<file path="src/rtl/gpio_irq_pkg.sv">
// Package: shared register addresses and control-bit positions for the
// port pin interrupt controller. Assumes a 2-bit register address space.
package gpio_irq_pkg;
    localparam int REG_AW   = 2;
    localparam int CTL_FLAG = 3;
    localparam int CTL_ACK  = 2;
    localparam int CTL_IE   = 1;
    localparam int CTL_MODE = 0;

    typedef enum logic [REG_AW-1:0] {
        ADR_CTL = 2'd0,
        ADR_POL = 2'd1,
        ADR_ENA = 2'd2,
        ADR_DRV = 2'd3
    } reg_addr_e;
endpackage

</file>
<file path="src/rtl/gpio_irq_sync.sv">
// Module: multi-stage synchronizer for a vector of asynchronous pin inputs.
// Assumes each bit is independent (no multi-bit coherency needed).
module gpio_irq_sync #(
    parameter int W      = 8,
    parameter int STAGES = 2
) (
    input  logic         clk,
    input  logic         rst_n,
    input  logic [W-1:0] d,
    output logic [W-1:0] q
);
    logic [W-1:0] stage_q [STAGES];

    for (genvar s = 0; s < STAGES; s++) begin : g_stage
        if (s == 0) begin : g_first
            // Capture the raw pin levels.
            always_ff @(posedge clk) begin
                if (!rst_n) stage_q[s] <= '0;
                else        stage_q[s] <= d;
            end
        end else begin : g_next
            // Pass the value one stage further along the chain.
            always_ff @(posedge clk) begin
                if (!rst_n) stage_q[s] <= '0;
                else        stage_q[s] <= stage_q[s-1];
            end
        end
    end

    assign q = stage_q[STAGES-1];
endmodule

</file>
<file path="src/rtl/gpio_irq_detect.sv">
// Module: per-pin edge / level detection on synchronized inputs.
// Assumes sync_in is already in the clock domain. A pin counts when it is
// enabled and either changes toward its polarity or, in level mode, sits
// at its active level.
module gpio_irq_detect #(
    parameter int W = 8
) (
    input  logic         clk,
    input  logic         rst_n,
    input  logic [W-1:0] sync_in,
    input  logic [W-1:0] pol,
    input  logic [W-1:0] ena,
    input  logic         level_mode,
    output logic         hit
);
    logic [W-1:0] prev_q;
    logic [W-1:0] pin_hit;

    // Remember last cycle's synchronized levels for edge detection.
    always_ff @(posedge clk) begin
        if (!rst_n) prev_q <= '0;
        else        prev_q <= sync_in;
    end

    for (genvar i = 0; i < W; i++) begin : g_pin
        logic active_lvl;
        logic edge_seen;
        // Decide whether pin i requests the flag this cycle.
        always_comb begin
            active_lvl = pol[i] ? sync_in[i] : ~sync_in[i];
            edge_seen  = pol[i] ? (sync_in[i] & ~prev_q[i])
                                : (~sync_in[i] & prev_q[i]);
            pin_hit[i] = ena[i] & (edge_seen | (level_mode & active_lvl));
        end
    end

    assign hit = |pin_hit;

    assert_disabled_quiet_R5: assert property (@(posedge clk) disable iff (!rst_n)
        (ena == '0) |-> !hit);
    assert_edge_needs_change_R4: assert property (@(posedge clk) disable iff (!rst_n)
        (!level_mode && sync_in == prev_q) |-> !hit);
endmodule

</file>
<file path="src/rtl/gpio_irq_flag.sv">
// Module: the shared interrupt flag with detection-over-acknowledge priority,
// and the interrupt request gate. Assumes ack_wr is a one-cycle write strobe.
module gpio_irq_flag (
    input  logic clk,
    input  logic rst_n,
    input  logic hit,
    input  logic ack_wr,
    input  logic irq_en,
    output logic flag,
    output logic irq_req
);
    // Set on detection, else clear on acknowledge, else hold.
    always_ff @(posedge clk) begin
        if (!rst_n)      flag <= 1'b0;
        else if (hit)    flag <= 1'b1;
        else if (ack_wr) flag <= 1'b0;
    end

    assign irq_req = flag & irq_en;

    assert_set_wins_R7: assert property (@(posedge clk) disable iff (!rst_n)
        hit |=> flag);
    assert_ack_clears_R6: assert property (@(posedge clk) disable iff (!rst_n)
        (ack_wr && !hit) |=> !flag);
    assert_hold_R3: assert property (@(posedge clk) disable iff (!rst_n)
        (!hit && !ack_wr) |=> (flag == $past(flag)));
endmodule

</file>
<file path="src/rtl/gpio_irq_regs.sv">
// Module: register bank and read mux for the controller.
// Assumes writes are single-cycle strobes and reads are combinational.
module gpio_irq_regs
    import gpio_irq_pkg::*;
#(
    parameter int W = 8
) (
    input  logic              clk,
    input  logic              rst_n,
    input  logic              bus_wr,
    input  logic [REG_AW-1:0] bus_addr,
    input  logic [W-1:0]      bus_wdata,
    input  logic              flag,
    output logic [W-1:0]      bus_rdata,
    output logic [W-1:0]      pol_q,
    output logic [W-1:0]      ena_q,
    output logic [W-1:0]      drv_q,
    output logic              ie_q,
    output logic              mode_q,
    output logic              ack_wr
);
    logic wr_ctl, wr_pol, wr_ena, wr_drv;

    // Decode which register the current write targets.
    always_comb begin
        wr_ctl = bus_wr && (bus_addr == ADR_CTL);
        wr_pol = bus_wr && (bus_addr == ADR_POL);
        wr_ena = bus_wr && (bus_addr == ADR_ENA);
        wr_drv = bus_wr && (bus_addr == ADR_DRV);
    end

    assign ack_wr = wr_ctl & bus_wdata[CTL_ACK];

    // Store control bits; the flag position is not writable.
    always_ff @(posedge clk) begin
        if (!rst_n) begin
            ie_q   <= 1'b0;
            mode_q <= 1'b0;
        end else if (wr_ctl) begin
            ie_q   <= bus_wdata[CTL_IE];
            mode_q <= bus_wdata[CTL_MODE];
        end
    end

    // Store polarity, enable and drive-strength vectors.
    always_ff @(posedge clk) begin
        if (!rst_n) begin
            pol_q <= '0;
            ena_q <= '0;
            drv_q <= '0;
        end else begin
            if (wr_pol) pol_q <= bus_wdata;
            if (wr_ena) ena_q <= bus_wdata;
            if (wr_drv) drv_q <= bus_wdata;
        end
    end

    // Assemble read data from current state.
    always_comb begin
        bus_rdata = '0;
        unique case (bus_addr)
            ADR_CTL: begin
                bus_rdata[CTL_FLAG] = flag;
                bus_rdata[CTL_IE]   = ie_q;
                bus_rdata[CTL_MODE] = mode_q;
            end
            ADR_POL: bus_rdata = pol_q;
            ADR_ENA: bus_rdata = ena_q;
            ADR_DRV: bus_rdata = drv_q;
            default: bus_rdata = '0;
        endcase
    end

    assert_ctl_pad_bits_R2: assert property (@(posedge clk) disable iff (!rst_n)
        (bus_addr == ADR_CTL) |-> (bus_rdata[W-1:4] == '0 && !bus_rdata[CTL_ACK]));
    assert_pol_write_R11: assert property (@(posedge clk) disable iff (!rst_n)
        wr_pol |=> (pol_q == $past(bus_wdata)));
endmodule

</file>
<file path="src/rtl/gpio_pin_irq.sv">
// Module: top of the port pin interrupt controller. Synchronizes pins,
// detects activity, keeps the shared flag and exposes four registers.
// Assumes pin_in is asynchronous and pin_is_out comes from the port's
// direction logic.
module gpio_pin_irq
    import gpio_irq_pkg::*;
#(
    parameter int PIN_W       = 8,
    parameter int SYNC_STAGES = 2
) (
    input  logic              clk,
    input  logic              rst_n,
    input  logic              bus_wr,
    input  logic [REG_AW-1:0] bus_addr,
    input  logic [PIN_W-1:0]  bus_wdata,
    output logic [PIN_W-1:0]  bus_rdata,
    input  logic [PIN_W-1:0]  pin_in,
    input  logic [PIN_W-1:0]  pin_is_out,
    output logic [PIN_W-1:0]  pad_drive_hi,
    output logic              irq_req
);
    logic [PIN_W-1:0] sync_pins, pol_q, ena_q, drv_q;
    logic             ie_q, mode_q, ack_wr, hit, flag;

    gpio_irq_sync #(.W(PIN_W), .STAGES(SYNC_STAGES)) u_sync (
        .clk(clk), .rst_n(rst_n), .d(pin_in), .q(sync_pins)
    );

    gpio_irq_detect #(.W(PIN_W)) u_detect (
        .clk(clk), .rst_n(rst_n), .sync_in(sync_pins), .pol(pol_q),
        .ena(ena_q), .level_mode(mode_q), .hit(hit)
    );

    gpio_irq_flag u_flag (
        .clk(clk), .rst_n(rst_n), .hit(hit), .ack_wr(ack_wr),
        .irq_en(ie_q), .flag(flag), .irq_req(irq_req)
    );

    gpio_irq_regs #(.W(PIN_W)) u_regs (
        .clk(clk), .rst_n(rst_n), .bus_wr(bus_wr), .bus_addr(bus_addr),
        .bus_wdata(bus_wdata), .flag(flag), .bus_rdata(bus_rdata),
        .pol_q(pol_q), .ena_q(ena_q), .drv_q(drv_q), .ie_q(ie_q),
        .mode_q(mode_q), .ack_wr(ack_wr)
    );

    // Drive strength only reaches pads that are outputs.
    assign pad_drive_hi = drv_q & pin_is_out;

    assert_irq_gate_R9: assert property (@(posedge clk) disable iff (!rst_n)
        !ie_q |-> !irq_req);
    assert_input_pad_low_R10: assert property (@(posedge clk) disable iff (!rst_n)
        (pad_drive_hi & ~pin_is_out) == '0);
endmodule

</file>
<file path="config.mk">
export PLATFORM = sky130hd
export DESIGN_NAME = gpio_pin_irq
export DESIGN_NICKNAME = d
export VERILOG_FILES = /design/src/rtl/gpio_irq_pkg.sv /design/src/rtl/gpio_irq_sync.sv /design/src/rtl/gpio_irq_detect.sv /design/src/rtl/gpio_irq_flag.sv /design/src/rtl/gpio_irq_regs.sv /design/src/rtl/gpio_pin_irq.sv
export SDC_FILE = /design/constraint.sdc
export NUM_CORES = 1
export LEC_CHECK = 0
export ABC_AREA = 1
export CAP_MARGIN = 20
export CORE_MARGIN = 4
export CORE_UTILIZATION = 45
export CTS_CLUSTER_SIZE = 16
export DETAILED_ROUTE_END_ITERATION = 10
export GPL_TIMING_DRIVEN = 0
export PLACE_DENSITY = 0.73
export SLEW_MARGIN = 20
export SYNTH_ARGS = -nofsm -noshare
export SYNTH_HDL_FRONTEND = slang
export SYNTH_SLANG_ARGS = --single-unit
export TNS_END_PERCENT = 1
</file>
<file path="constraint.sdc">
create_clock -name clk -period 1 [get_ports clk]
set_input_delay 0.15 -clock clk [delete_from_list [all_inputs] [get_ports clk]]
set_output_delay 0.15 -clock clk [all_outputs]
set_load 0.02 [all_outputs]
</file>
==> flow_summary.ini, run 1 <==
[timing]
fin_ws_ns = -0.1767
clock_skew_ns = 0.01214
maxSlewViolCount = 0
period_share_pct = 117.7
setup_viol = 15
rsz0062_at_grt = true
fin_hold_ws_ns = 0.1901
timing.fmax_ghz = 0.8498
tns_ns = -1.769
finalCriticalPeriod_ns = 1.177
relSlewSlack_pct = 84.15
worst_pin_slew_ns = 0.2377
hold_viol_final = 0

[floorplanning]
rows = 25
die_x_um = 77.74
die_area_mm2 = 0.006043
core_area_mm2 = 0.004723
dieHeight_um = 77.74
start_util_pct = 46.33
ios = 46

[drt]
wirelength_mm = 5.264
ant_nets = 0
via_per_inst = 4.827
dr.pass1.iters = 4
drc = 0
drtIter0Drc = 196
wl_per_cell_um = 11.86
dr_total_vias = 2143

[setup_path]
worstSetupEndpointType = primary output
path_class = reg -> out
arrival_ns = 1.03
crit_fanout = 3
cp.required_ns = 0.85
startpoint_type = flip-flop

[synthesis]
netlist_top_cells_area = dfxtp_1, nand2_1, inv_1
synth_top_area_share_pct = 46.66
synth.largest_area_cell = dfxtp_1
synth_cell_types = 18
synth.net_count = 342
ys_seq_elements = 51
netlist_instances = 313
ys.warnings.count = 0
syn_area_per_cell_um2 = 6.992
ys_seq_area_share_pct = 46.66
netlist_area_mm2 = 0.002188

[grt]
overflow = 0
antenna_found_initial = 0
grt_pass1_wl_mm = 8.976
grt_usage_pct = 18.39
grt_max_degree = 15
first_global_vias = 2055

[cts]
cts.sinks = 51
tritoncts = done
htree_levels = 2
cts-root-buf = clkbuf_8
insertion_delay_ns = 0.30
path_clk_slew_ns = 0.09
clock_path_buffers = 2
numCtsBuffers = 5

[finish]
multiInputGateArea_um2 = 955.9
num-nets-final = 405
final_cell_mix = nand2_1, inv_1, dfxtp_1
fin_cells = 444
regArea_mm2 = 0.001052
postLayoutCellArea_mm2 = 0.003033
drive_above_1_share_pct = 31.30
final_common_cell = nand2_1
n_antenna_cell = 0
fillCellCount = 427
area_delta_synth_final_pct = 38.59

[placement]
place_congestion = 0.8208
place_inst = 424
dpl_cell_area_mm2 = 0.002714
place_ws_ns = -1.044
io_buffers = 44
dp_hpwl_mm = 3.704

[power]
combPwrFrac_pct = 14.8
pwr-share-seq_pct = 53.7
power_frac_clock_pct = 31.5
p_switching_mw = 1.016
vdd_ir_drop_max_uv = 874.0
switching_share_pct = 25.02
power_density_mw_per_mm2 = 1339
intPower_mw = 3.045
leakage_nw = 1.486

[flow_run]
maxCapViolCount = 0

[outcome]
status = finished with violations
violations = negative setup slack

[hold_path]
holdCritPathClass = in -> reg
path summary, 6_finish.rpt:
| check | start | end | slack [ns] | cells past startpoint |
|---|---|---|---|---|
| max reg2reg | u_regs.mode_q | u_flag.flag | -0.16 | 7 |
| min reg2reg | u_sync.stage_q[0][1] | u_sync.stage_q[1][1] | 0.41 | 2 |
| max | u_regs.drv_q[0] | bus_rdata[0] | -0.18 | 3 |
| min | bus_wr | u_regs.ena_q[7] | 0.19 | 3 |
cell type report:
type | instances | share of cell area [%]
inverter | 59 | 7.384
tap | 67 | 2.764
buffer | 13 | 3.300
clock buffer | 8 | 3.300
sequential | 51 | 34.69
timing repair buffer | 56 | 17.04
multi-input combinational | 190 | 31.52
synth_stat cells (all sizes together):
master / instances
a21oi: 27
buf: 9
clkbuf: 4
dfxtp: 51
inv: 59
nand2: 104
nand3: 19
nor2: 13
o2111ai: 3
o21ai: 19
o221ai: 5
critical path, cell delays in order (launching register included):
cell and delay (ns):
dfxtp_2 0.35, nand2_2 0.07, o2111ai_2 0.12, buf_4 0.18
repair_timing:
| item | in CTS | in global routing |
|---|---|---|
| endpoints found under the setup margin | 64 | 24 |
| hold buffers | 0 | 0 |
| gates cloned | 1 | 0 |
| gates resized for setup | 155 | 29 |
| buffers inserted | 9 | 2 |
| pin swaps | 11 | 5 |
power by group through the flow:
stage | clock network, mW | registers [mW] | logic [mW]
detailed placement | 0 | 2.22 | 0.513
global route | 1.37 | 2.19 | 0.664
CTS | 1.30 | 2.18 | 0.579
floorplan | 0 | 2.21 | 0.283
global placement | 0 | 2.22 | 0.503
finish | 1.28 | 2.18 | 0.602
metrics by stage:
step | power [mW] | util (%)
finish | 4.061 | 64.21
global route | 4.229 | 64.21
CTS | 4.055 | 63.15
detailed placement | 2.737 | 57.46
global placement | 2.722 | 57.46
floorplan | 2.488 | -
flip-flops by register name, summed over array words and instances, names as in the netlist:
signal	count
u_detect.prev_q	8
u_regs.mode_q	1
u_regs.ena_q	8
u_regs.drv_q	8
u_flag.flag	1
u_sync.stage_q	16
u_regs.ie_q	1
u_regs.pol_q	8
cell families (layout without fill, tap and decap cells):
| logic type | Yosys count | count (layout) | share of synthesized area (%) |
|---|---|---|---|
| AO/OA/AOI/OAI | 54 | 54 | 13.89 |
| buffers and inverters | 72 | 136 | 13.66 |
| flip-flops | 51 | 51 | 46.66 |
| AND/OR/NAND/NOR | 136 | 136 | 25.79 |
metal layers:
metal  track usage, %  share of wire, %  vias up
met2            32.62                50       82
met5                0                 0        -
met3            6.381               8.9       12
met4            6.228               1.8        0
met1            20.26                39      962
li1                 -                 -     1087
No activity file was read; power rests on OpenSTA's default activity.
==> inputs of run 2 (changes only) <==
Settings changed: CORE_MARGIN 4 to not set, CTS_CLUSTER_SIZE 16 to 14.
==> flow_summary.ini, run 2 (synthesized netlist as in run 1, its figures left out) <==
[power]
p_switching_mw = 1.004
intPower_mw = 3.038
power_density_mw_per_mm2 = 1349
finalPower_mw = 4.043
pwr-share-seq_pct = 54.0
vdd_ir_drop_max_uv = 976.3
power_frac_clock_pct = 31.4
combPwrFrac_pct = 14.6
switching_share_pct = 24.84
leakage_nw = 1.491

[hold_path]
holdCritPathClass = in -> reg
hold_start = bus_wr
hold_depth = 3
min_to = u_regs.pol_q[0]

[flow_run]
maxCapViolCount = 0

[drt]
via_per_inst = 4.907
dr_wl_met2_mm = 2.546
highest_layer = met4
drc = 0
dr.pass1.iters = 4
wirelength_mm = 5.117
wl_met1_mm = 2.076
dr_total_vias = 2105
route.met3.wl_um = 390
wl_per_cell_um = 11.93
ant_nets = 0
drtIter0Drc = 229

[floorplanning]
rows = 25
die_area_mm2 = 0.005146
core_area_mm2 = 0.004692
dieHeight_um = 71.74
start_util_pct = 46.64
die_x_um = 71.74
ios = 46

[cts]
clock_path_buffers = 2
tritoncts = done
path_clk_slew_ns = 0.09
cts.sinks = 51
cts-root-buf = clkbuf_8
insertion_delay_ns = 0.30
htree_levels = 2
ctsHoldBuffers = 0
numCtsBuffers = 5

[outcome]
status = finished with violations
violations = negative setup slack

[placement]
dpl_cell_area_mm2 = 0.002698
place_congestion = 0.8241
io_buffers = 44
dp_hpwl_mm = 3.528
place_ws_ns = -1.048
place_inst = 411

[setup_path]
cp.required_ns = 0.85
worstSetupEndpointType = primary output
cp-startpoint = u_regs.pol_q[1]
arrival_ns = 1.04
cp_cell_sequence = nand2_2, o2111ai_2, buf_6
rr_endpoint = u_flag.flag
r2r-start = u_regs.mode_q
rrSetupSlack_ns = -0.14
crit_fanout = 4
startpoint_type = flip-flop
reg2reg_depth = 7
cp_slowest_stage_delay_ns = 0.35
path_class = reg -> out
critPathSlowestCell = dfxtp_2

[finish]
fin_cells = 429
multiInputGateArea_um2 = 948.4
final_common_cell = nand2_1
fillCellCount = 418
regArea_mm2 = 0.001055
fin_util_pct = 63.89
num-nets-final = 403
postLayoutCellArea_mm2 = 0.002998
final_cell_mix = nand2_1, inv_1, dfxtp_1
largest_reg_flops = 16
n_antenna_cell = 0
drive_above_1_share_pct = 29.87
area_delta_synth_final_pct = 36.99
regMostFlops = u_sync.stage_q

[timing]
timing.fmax_ghz = 0.8391
clock_skew_ns = 0.008712
relSlewSlack_pct = 81.99
rsz0062_at_grt = true
maxSlewViolCount = 0
fin_ws_ns = -0.1918
setup_viol = 17
period_share_pct = 119.2
tns_ns = -1.483
fin_hold_ws_ns = 0.1897
finalCriticalPeriod_ns = 1.192
worst_pin_slew_ns = 0.2692
hold_viol_final = 0

[grt]
antenna_found_initial = 0
grt_max_degree = 15
first_global_vias = 1906
grt_pass1_wl_mm = 8.597
grt_usage_pct = 21.78
overflow = 0
[run 2: cell types whose count changed in the layout (fill, tap and decap cells not counted), sizes merged]
cell	change
buf	-2
[run 2: power groups by stage]
stage	registers, mW	clock network [mW]	logic, mW
final	2.18	1.27	0.591
after CTS	2.18	1.30	0.583
after global routing	2.20	1.41	0.654
after global placement	2.22	0	0.502
after floorplan	2.21	0	0.283
after detailed placement	2.22	0	0.512
[run 2: what timing repair did]
action                                  CTS  global route
endpoints found under the setup margin   64            28
pin swaps                                11             4
cloned                                    2             0
setup buffers                             8             0
gates resized for setup                 165            12
[run 2: metal layers]
metal | global-route usage, % | vias to the layer above
li1 | - | 1086
met2 | 39.31 | 86
met4 | 7.407 | 0
met5 | 0 | -
met3 | 5.345 | 15
met1 | 25.07 | 918
[run 2: how the worst max path moves through the flow]
stage / cells past startpoint / endpoint / slack [ns]
5_1_grt: 7 / u_flag.flag / -0.26
3_3_place_gp: 7 / bus_rdata[0] / -1.03
4_1_cts: 3 / bus_rdata[4] / -0.17
3_5_place_dp: 7 / bus_rdata[1] / -1.05
2_1_floorplan: 9 / u_flag.flag / -0.06
6_report: 3 / bus_rdata[1] / -0.19
[run 2: cell type report]
class | instances | area share (%)
Sequential cell | 51 | 35.18
Clock buffer | 8 | 3.339
Timing Repair Buffer | 54 | 16.86
Inverter | 59 | 7.471
Buffer | 13 | 3.255
Tap cell | 54 | 2.254
Multi-Input combinational cell | 190 | 31.64
[run 2: critical path, delay by kind of cell (launching register included)]
family                 cells  cell delay (ns)
AO/OA/AOI/OAI              1             0.14
buffers and inverters      1             0.16
flip-flops                 1             0.35
AND/OR/NAND/NOR            1             0.09
==> inputs of run 3 (changes only) <==
Settings changed: SKIP_CTS_REPAIR_TIMING set to 1.
==> flow_summary.ini, run 3 (synthesized netlist as in run 1, its figures left out) <==
[outcome]
status = finished with violations
violations = negative setup slack

[drt]
drtIter0Drc = 160
drc = 0
dr_total_vias = 2101
dr.pass1.iters = 4
ant_nets = 0
wirelength_mm = 5.030
wl_per_cell_um = 11.81
via_per_inst = 4.932

[setup_path]
path_class = reg -> out
critPathSlowestCell = dfxtp_1
startpoint_type = flip-flop
rr_endpoint = u_flag.flag
cp-startpoint = u_regs.pol_q[0]
arrival_ns = 1.04
crit_fanout = 4
reg2reg_depth = 7
worstSetupEndpointType = primary output
cp_cell_sequence = nand2_1, o2111ai_2, buf_6
path_buf_inv = 1
r2r-start = u_regs.mode_q
critical_path.top_delay_family = flip-flops
cp.required_ns = 0.85
critPathCapture = bus_rdata[0]
rrSetupSlack_ns = -0.15
worstSetupPathDepth = 3
cp_slowest_stage_delay_ns = 0.41

[power]
leakage_nw = 1.464
switching_share_pct = 24.77
power_frac_clock_pct = 31.7
power_density_mw_per_mm2 = 1366
combPwrFrac_pct = 14.1
pwr-share-seq_pct = 54.2
vdd_ir_drop_max_uv = 974.0
p_switching_mw = 0.9959
finalPower_mw = 4.021
intPower_mw = 3.025

[cts]
numCtsBuffers = 5
cts-root-buf = clkbuf_8
path_clk_slew_ns = 0.09
htree_levels = 2
tritoncts = done
clock_path_buffers = 2
insertion_delay_ns = 0.30
cts.sinks = 51

[flow_run]
maxCapViolCount = 0

[grt]
overflow = 0
first_global_vias = 1834
grt_max_degree = 15
antenna_found_initial = 0
grt_usage_pct = 20.50
grt_pass1_wl_mm = 8.142

[timing]
fin_hold_ws_ns = 0.1978
maxSlewViolCount = 0
fin_ws_ns = -0.1948
timing.fmax_ghz = 0.8369
setup_viol = 20
worst_pin_slew_ns = 0.5071
finalCriticalPeriod_ns = 1.195
tns_ns = -2.017
clock_skew_ns = 0.01030
hold_viol_final = 0
relSlewSlack_pct = 66.20
rsz0062_at_grt = true
period_share_pct = 119.5

[placement]
place_ws_ns = -1.048
place_congestion = 0.8241
dp_hpwl_mm = 3.528
io_buffers = 44

[finish]
n_antenna_cell = 0
drive_above_1_share_pct = 24.46
fillCellCount = 430
largest_reg_flops = 16
final_common_cell = nand2_1
area_delta_synth_final_pct = 34.48
num-nets-final = 400
final_cell_mix = nand2_1, inv_1, dfxtp_1
regMostFlops = u_sync.stage_q

[floorplanning]
start_util_pct = 46.64
core_area_mm2 = 0.004692
die_x_um = 71.74
die_area_mm2 = 0.005146
rows = 25
ios = 46
dieHeight_um = 71.74

[hold_path]
holdCritPathClass = in -> reg
run 3: layout make-up:
type	instances	area (um^2)	area share, %
Buffer	13	88.84	3.019
Clock buffer	8	100.1	3.401
Inverter	59	224.0	7.611
Multi-Input combinational cell	190	929.6	31.59
Sequential cell	51	1047	35.59
Tap cell	54	67.56	2.296
Timing Repair Buffer	51	485.5	16.50
run 3: per-layer routing:
metal	global-route usage [%]	wire (um)	up-vias
met5	0	0	-
met3	5.345	358	6
met2	35.22	2511	82
met4	7.625	55	0
li1	-	-	1082
met1	24.62	2105	931
run 3: how the worst min path moves through the flow:
stage                         start              endpoint  slack, ns  cells after the start
2_1_floorplan             pin_in[0]  u_sync.stage_q[0][0]       0.25                      2
3_3_place_gp   u_sync.stage_q[0][0]  u_sync.stage_q[1][0]       0.39                      2
3_5_place_dp   u_sync.stage_q[0][0]  u_sync.stage_q[1][0]       0.40                      2
4_1_cts                      bus_wr       u_regs.ena_q[7]       0.18                      3
5_1_grt                      bus_wr       u_regs.ena_q[7]       0.20                      3
6_report                     bus_wr       u_regs.ena_q[7]       0.20                      3
run 3: per-stage QoR:
| step | utilization (%) | instance area [um^2] | instances |
|---|---|---|---|
| floorplan | - | 2190 | 313 |
| global placement | 57.49 | 2698 | 411 |
| detailed placement | 57.49 | 2698 | 411 |
| CTS | 59.63 | 2798 | 419 |
| global route | 62.72 | 2943 | 426 |
| finish | 62.72 | 2943 | 426 |
run 3: worst register-to-register path: cells and delay by family, from the launching register on:
family                 cells  cell delay, ns
flip-flops                 1            0.38
buffers and inverters      1            0.14
AO/OA/AOI/OAI              2            0.21
AND/OR/NAND/NOR            4            0.31
run 3: power groups by stage:
stage	registers (mW)	logic, mW	clock network (mW)
finish	2.18	0.569	1.27
floorplan	2.21	0.283	0
detailed placement	2.22	0.512	0
CTS	2.17	0.515	1.30
global route	2.19	0.628	1.41
global placement	2.22	0.502	0
